===== config.mk =====
export PLATFORM = sky130hd
export DESIGN_NAME = sharer_dir_entry
export DESIGN_NICKNAME = d
export VERILOG_FILES = /design/src/rtl/dir_entry_pkg.sv /design/src/rtl/dir_field_update.sv /design/src/rtl/dir_target_expand.sv /design/src/rtl/dir_lowest_pick.sv /design/src/rtl/sharer_dir_entry.sv
export SDC_FILE = /design/constraint.sdc
export NUM_CORES = 1
export LEC_CHECK = 0
export ABC_AREA = 1
export BUFFER_PORTS_ARGS = -buffer_cell sky130_fd_sc_hd__buf_2
export CAP_MARGIN = 25
export CORE_MARGIN = 2
export CORE_UTILIZATION = 50
export CTS_CLUSTER_DIAMETER = 50
export CTS_CLUSTER_SIZE = 24
export DETAILED_ROUTE_END_ITERATION = 16
export GPL_TIMING_DRIVEN = 1
export PLACE_DENSITY = 0.77
export SLEW_MARGIN = 20
export SYNTH_ARGS = -nofsm -noshare
export SYNTH_HDL_FRONTEND = slang
export SYNTH_SLANG_ARGS = --single-unit

===== constraint.sdc =====
create_clock -name clk -period 6.05 [get_ports clk]
set_clock_uncertainty 0.05 [all_clocks]
set_input_delay 1.21 -clock clk [delete_from_list [all_inputs] [get_ports clk]]
set_output_delay 1.21 -clock clk [all_outputs]
set_load 0.1 [all_outputs]

===== src/rtl/dir_entry_pkg.sv =====
package dir_entry_pkg;

    typedef enum logic [1:0] {
        OP_NOP   = 2'd0,
        OP_ADD   = 2'd1,
        OP_CLEAR = 2'd2,
        OP_INVAL = 2'd3
    } dir_op_e;

    typedef enum logic [1:0] {
        ST_IDLE   = 2'd0,
        ST_WALK   = 2'd1,
        ST_FINISH = 2'd2
    } walk_state_e;

endpackage


===== src/rtl/dir_field_update.sv =====
// Next-value logic for an add-sharer command.
module dir_field_update #(
    parameter int NODES    = 64,
    parameter int GROUP_SZ = 8,
    parameter int NODE_W   = $clog2(NODES),
    parameter int FIELD_W  = 8
) (
    input  logic               add_en,
    input  logic [NODE_W-1:0]  node,
    input  logic [NODE_W-1:0]  home,
    input  logic               cur_valid,
    input  logic               cur_coarse,
    input  logic [FIELD_W-1:0] cur_field,
    output logic               nxt_valid,
    output logic               nxt_coarse,
    output logic [FIELD_W-1:0] nxt_field
);
    localparam int SHIFT = $clog2(GROUP_SZ);

    logic [NODE_W-1:0] old_ptr;
    logic [NODE_W-1:0] new_grp;
    logic [NODE_W-1:0] old_grp;

    always_comb begin
        old_ptr = cur_field[NODE_W-1:0];
        new_grp = node >> SHIFT;
        old_grp = old_ptr >> SHIFT;

        nxt_valid  = cur_valid;
        nxt_coarse = cur_coarse;
        nxt_field  = cur_field;

        if (add_en && (node != home)) begin
            if (!cur_valid) begin
                nxt_valid  = 1'b1;
                nxt_coarse = 1'b0;
                nxt_field  = FIELD_W'(node);
            end else if (!cur_coarse) begin
                if (cur_field != FIELD_W'(node)) begin
                    nxt_coarse         = 1'b1;
                    nxt_field          = '0;
                    nxt_field[old_grp] = 1'b1;
                    nxt_field[new_grp] = 1'b1;
                end
            end else begin
                nxt_field[new_grp] = 1'b1;
            end
        end
    end
endmodule


===== src/rtl/dir_target_expand.sv =====
// Turns the entry into a per-node target mask, home node removed.
module dir_target_expand #(
    parameter int NODES    = 64,
    parameter int GROUP_SZ = 8,
    parameter int NODE_W   = $clog2(NODES),
    parameter int FIELD_W  = 8
) (
    input  logic               ent_valid,
    input  logic               ent_coarse,
    input  logic [FIELD_W-1:0] ent_field,
    input  logic [NODE_W-1:0]  home,
    output logic [NODES-1:0]   targets
);
    for (genvar n = 0; n < NODES; n++) begin : g_node
        localparam int GRP = n / GROUP_SZ;
        logic hit;
        always_comb begin
            if (ent_coarse)
                hit = ent_field[GRP];
            else
                hit = (ent_field == FIELD_W'(n));
            targets[n] = ent_valid && hit && (home != NODE_W'(n));
        end
    end
endmodule


===== src/rtl/dir_lowest_pick.sv =====
// Lowest-index set bit of the pending mask.
module dir_lowest_pick #(
    parameter int NODES  = 64,
    parameter int NODE_W = $clog2(NODES)
) (
    input  logic [NODES-1:0]  pending,
    output logic              any,
    output logic [NODE_W-1:0] index,
    output logic [NODES-1:0]  onehot
);
    always_comb begin
        index = '0;
        for (int i = NODES - 1; i >= 0; i--) begin
            if (pending[i]) index = NODE_W'(i);
        end
        any    = |pending;
        onehot = any ? (NODES'(1) << index) : '0;
    end
endmodule


===== src/rtl/sharer_dir_entry.sv =====
module sharer_dir_entry
    import dir_entry_pkg::*;
#(
    parameter int NODES    = 64,
    parameter int GROUP_SZ = 8
) (
    input  logic                        clk,
    input  logic                        rst_n,
    input  logic [$clog2(NODES)-1:0]    home_id,
    input  logic                        cmd_valid,
    input  logic [1:0]                  cmd_op,
    input  logic [$clog2(NODES)-1:0]    cmd_node,
    output logic                        cmd_ready,
    output logic                        entry_valid,
    output logic                        entry_coarse,
    output logic [((NODES/GROUP_SZ) > $clog2(NODES) ? (NODES/GROUP_SZ) : $clog2(NODES))-1:0] entry_field,
    output logic                        inv_valid,
    output logic [$clog2(NODES)-1:0]    inv_node,
    input  logic                        inv_ready,
    output logic                        inv_done
);
    localparam int NODE_W  = $clog2(NODES);
    localparam int GROUPS  = NODES / GROUP_SZ;
    localparam int FIELD_W = (GROUPS > NODE_W) ? GROUPS : NODE_W;

    walk_state_e state_q, state_d;

    logic               valid_q, coarse_q;
    logic [FIELD_W-1:0] field_q;
    logic [NODES-1:0]   pend_q, pend_d;

    logic               add_valid, add_coarse;
    logic [FIELD_W-1:0] add_field;
    logic [NODES-1:0]   targets;
    logic               pick_any;
    logic [NODE_W-1:0]  pick_idx;
    logic [NODES-1:0]   pick_oh;

    logic    accept, handshake;
    dir_op_e op;

    assign op        = dir_op_e'(cmd_op);
    assign accept    = cmd_valid && (state_q == ST_IDLE);
    assign handshake = (state_q == ST_WALK) && pick_any && inv_ready;

    dir_field_update #(
        .NODES(NODES), .GROUP_SZ(GROUP_SZ), .NODE_W(NODE_W), .FIELD_W(FIELD_W)
    ) u_update (
        .add_en    (accept && (op == OP_ADD)),
        .node      (cmd_node),
        .home      (home_id),
        .cur_valid (valid_q),
        .cur_coarse(coarse_q),
        .cur_field (field_q),
        .nxt_valid (add_valid),
        .nxt_coarse(add_coarse),
        .nxt_field (add_field)
    );

    dir_target_expand #(
        .NODES(NODES), .GROUP_SZ(GROUP_SZ), .NODE_W(NODE_W), .FIELD_W(FIELD_W)
    ) u_expand (
        .ent_valid (valid_q),
        .ent_coarse(coarse_q),
        .ent_field (field_q),
        .home      (home_id),
        .targets   (targets)
    );

    dir_lowest_pick #(
        .NODES(NODES), .NODE_W(NODE_W)
    ) u_pick (
        .pending(pend_q),
        .any    (pick_any),
        .index  (pick_idx),
        .onehot (pick_oh)
    );

    // Pending target set for the current sweep
    always_comb begin
        pend_d = pend_q;
        if (accept && (op == OP_INVAL))
            pend_d = targets;
        else if (handshake)
            pend_d = pend_q & ~pick_oh;
    end

    // Next-state logic
    always_comb begin
        state_d = state_q;
        unique case (state_q)
            ST_IDLE:   if (accept && (op == OP_INVAL)) state_d = ST_WALK;
            ST_WALK:   if (pend_d == '0) state_d = ST_FINISH;
            ST_FINISH: state_d = ST_IDLE;
            default:   state_d = ST_IDLE;
        endcase
    end

    // State register
    always_ff @(posedge clk) begin
        if (!rst_n) state_q <= ST_IDLE;
        else        state_q <= state_d;
    end

    // Entry and pending registers
    always_ff @(posedge clk) begin
        if (!rst_n) begin
            valid_q  <= 1'b0;
            coarse_q <= 1'b0;
            field_q  <= '0;
            pend_q   <= '0;
        end else begin
            pend_q <= pend_d;
            if (state_q == ST_WALK && state_d == ST_FINISH) begin
                valid_q  <= 1'b0;
                coarse_q <= 1'b0;
                field_q  <= '0;
            end else if (accept && op == OP_CLEAR) begin
                valid_q  <= 1'b0;
                coarse_q <= 1'b0;
                field_q  <= '0;
            end else begin
                valid_q  <= add_valid;
                coarse_q <= add_coarse;
                field_q  <= add_field;
            end
        end
    end

    // Outputs
    always_comb begin
        cmd_ready    = (state_q == ST_IDLE);
        inv_valid    = (state_q == ST_WALK) && pick_any;
        inv_node     = pick_idx;
        inv_done     = (state_q == ST_FINISH);
        entry_valid  = valid_q;
        entry_coarse = coarse_q;
        entry_field  = field_q;
    end
endmodule


==> results.sh <==
export IMPL_grt_usage_pct=33.83
export IMPL_hp_class="reg -> reg"
export IMPL_syn_area_um2=6402
export IMPL_start_util_pct=50.94
export IMPL_synth_main_ff_cell="dfxtp_1"
export IMPL_ys_ff_latch=76
export IMPL_slew_violations=0
export IMPL_total_power_mw=1.232
export IMPL_clkSinkCount=76
export IMPL_io_buffers=36
export IMPL_fp_coreArea_um2=12570
export IMPL_drtIter0Drc=1067
export IMPL_period_needed_ns=5.418
export IMPL_die_x_um=117.2
export IMPL_vias_per_cell=5.665
export IMPL_start_kind="flop"
export IMPL_rr_endpoint="entry_valid$_SDFFE_PP0P_"
export IMPL_post_place_ws_ns=0.7131
export IMPL_seq_area_frac_synth_pct=23.76
export IMPL_fmaxAchievable_ghz=0.1846
export IMPL_postSynthCellCount=1154
export IMPL_hold_path_depth=2
export IMPL_cts_max_level=3
export IMPL_syn_num_nets=1172
export IMPL_hold_viol=0
export IMPL_synth_edf_count=0
export IMPL_status="finished, final reports clean"
export IMPL_io_pins=37
export IMPL_cts_made_buffers=9
export IMPL_crit_path_frequent_cell="nand2_1"
export IMPL_cts_tree="done"
export IMPL_place_gp_congestion=0.9877
export IMPL_synth_warnings=0
export IMPL_worstSetupEndpointType="primary output"
export IMPL_synthDistinctLibCells=43
export IMPL_num_vias=7602
export IMPL_antenna_found_initial=0
export IMPL_drc=0
export IMPL_reg2reg_from="pend_q[62]$_SDFF_PN0_"
export IMPL_grt_start_max_net_pins=66
export IMPL_final_nets=1184
export IMPL_grt_pass1_vias=6612
export IMPL_worstPathMaxFanout=3
export IMPL_crit_required_ns=4.79
export IMPL_wirelength_mm=22.37
export IMPL_synth_avg_cell_area_um2=5.548
export IMPL_worstSetupPathType="reg -> out"
export IMPL_tightestPinTransition_ns=0.9428
export IMPL_p_leak_nw=3.372
export IMPL_final_util_pct=56.68
export IMPL_fin_crit_sh_pct=89.56
export IMPL_critical_path_max_stage_delay_ns=0.32
export IMPL_r2r_slack_ns=0.70
export IMPL_wl_per_cell_um=16.67
export IMPL_overflow=0
export IMPL_cp_slowest_cell="dfxtp_2"
export IMPL_dpl_cell_area_um2=6706
export IMPL_antenna_cells=0
export IMPL_die_area_um2=13730
export IMPL_clk_root_buffer_cell="clkbuf_16"
export IMPL_hp_start="pend_q[62]$_SDFF_PN0_"
export IMPL_grt_pass1_wl_mm=35.21
export IMPL_layout_commonest_cell="nand2_1"
export IMPL_power_density_nw_per_um2=173.0
export IMPL_crit_start="pend_q[62]$_SDFF_PN0_"
export IMPL_fillers=1346
export IMPL_setup_viol=0
export IMPL_layout_common_cells="255 x nand2_1, 187 x inv_1, 185 x nor2_1, 115 x nand3_1, 88 x a21oi_1"
export IMPL_cap_violations=0
export IMPL_relSlewSlack_pct=37.08
export IMPL_setup_slack_ns=0.6319
export IMPL_drive_gt1_share_pct=10.00
export IMPL_arrival_ns=4.16
export IMPL_clkTransAtPathRegs_ns=0.05
export IMPL_antenna_left=0
export IMPL_synthArstFlopShare_pct=0
export IMPL_die_h_um=117.2
export IMPL_first_pass_iters=6
export IMPL_reg2reg_depth=74
export IMPL_vdd_drop_max_v=0.0001202
export IMPL_dpl_hpwl_mm=16.85
export IMPL_clock_latency_ns=0.36
export IMPL_fin_area_um2=7123
export IMPL_postCtsSetupRepairBufs=0
export IMPL_rows=41
export IMPL_cts_max_path_buffers=2
export IMPL_min_to="pend_q[62]$_SDFF_PN0_"
export IMPL_syn2layout_area_growth_pct=11.26
==> worst max-delay path by stage <==
stage | cells past startpoint | to | slack, ns
final | 66 | inv_node[0] | 0.63
after floorplan | 19 | entry_field[1]$_SDFFE_PP0P_ | 0.72
after detailed placement | 75 | entry_valid$_SDFFE_PP0P_ | 0.71
after global placement | 75 | entry_field[1]$_SDFFE_PP0P_ | 0.77
after global routing | 75 | entry_field[0]$_SDFFE_PP0P_ | -0.01
after CTS | 65 | inv_node[0] | 0.42
==> cell type report <==
class / count / area, um2 / share of cell area [%]
clock buffer: 11 / 242.7 / 3.408
clock inverter: 4 / 73.82 / 1.036
inverter: 194 / 728.2 / 10.22
multi-input combinational: 839 / 4068 / 57.11
sequential: 76 / 1525 / 21.41
tap: 172 / 215.2 / 3.021
timing repair buffer: 46 / 270.3 / 3.794
==> worst max-delay path: cells and delay by family (launching register included) <==
| kind | cells | cell delay, ns |
|---|---|---|
| and+or+nand+nor | 63 | 3.13 |
| DFF | 1 | 0.32 |
| buffers and inverters | 3 | 0.32 |
==> metrics by stage <==
step                cells  setup TNS [ns]  hold slack, ns
floorplan            1154               0          0.4318
finish               1342               0          0.4714
CTS                  1342               0          0.4747
detailed placement   1327               0          0.4597
global route         1342        -0.01796          0.4976
global placement     1327               0          0.4563
==> where the power goes <==
group	internal [mW]	switching, mW
clock network	0.370	0.227
registers	0.503	0.00485
logic	0.0272	0.0997
total	0.901	0.332
==> cells by family after synthesis <==
logic type,count (synthesis),share of synthesized area (%)
and+or+nand+nor,620,41.74
buffers and inverters,239,14.11
AOI/OAI and AO/OA,212,19.43
DFF,76,23.76
xor gates and xnor gates,7,0.9576
==> routing by layer <==
| metal | share of wire, % | routed length [um] | vias to the layer above | track usage, % |
|---|---|---|---|---|
| li1 | - | - | 3710 | - |
| met1 | 43 | 9516 | 3386 | 46.55 |
| met2 | 44 | 9782 | 424 | 52.26 |
| met3 | 10 | 2230 | 82 | 7.158 |
| met4 | 3.8 | 841 | 0 | 12.24 |
| met5 | 0 | 0 | - | 0 |
==> cells in the mapped netlist (2+ instances only) <==
master	number	area [um2]
nand2_1	255	957.2
inv_1	189	709.4
nor2_1	188	705.7
nand3_1	115	575.6
a21oi_1	90	450.4
dfxtp_1	76	1521
o21ai_0	55	275.3
clkbuf_1	35	131.4
a211oi_1	26	195.2
nor2_2	26	162.7
o211ai_1	10	75.07
nor3_1	7	35.03
nand4_1	6	37.54
a21oi_2	5	43.79
buf_1	5	18.77
buf_2	5	25.02
nand3_2	5	50.05
xnor2_1	5	43.79
a22oi_1	4	30.03
clkinv_1	4	15.01
nand2_4	4	45.04
a31oi_1	3	18.77
and2_1	3	18.77
nand3b_1	3	22.52
nor4_1	3	18.77
o21bai_1	3	22.52
a22o_1	2	17.52
nand2_2	2	12.51
nand4_2	2	25.02
o221ai_1	2	17.52
o311ai_0	2	17.52
o31ai_1	2	15.01
xor2_1	2	17.52
==> sequential cells by signal (all words and copies together), names as in the netlist <==
| signal | cells |
|---|---|
| entry_coarse | 1 |
| entry_field | 8 |
| pend_q | 64 |
| entry_valid | 1 |
| state_q | 2 |
==> what timing repair did <==
item	4_1_cts	5_1_grt
gates resized for setup	0	25
hold buffers	0	0
endpoints found under the setup margin	0	12
No activity file was read; power rests on OpenSTA's default activity.
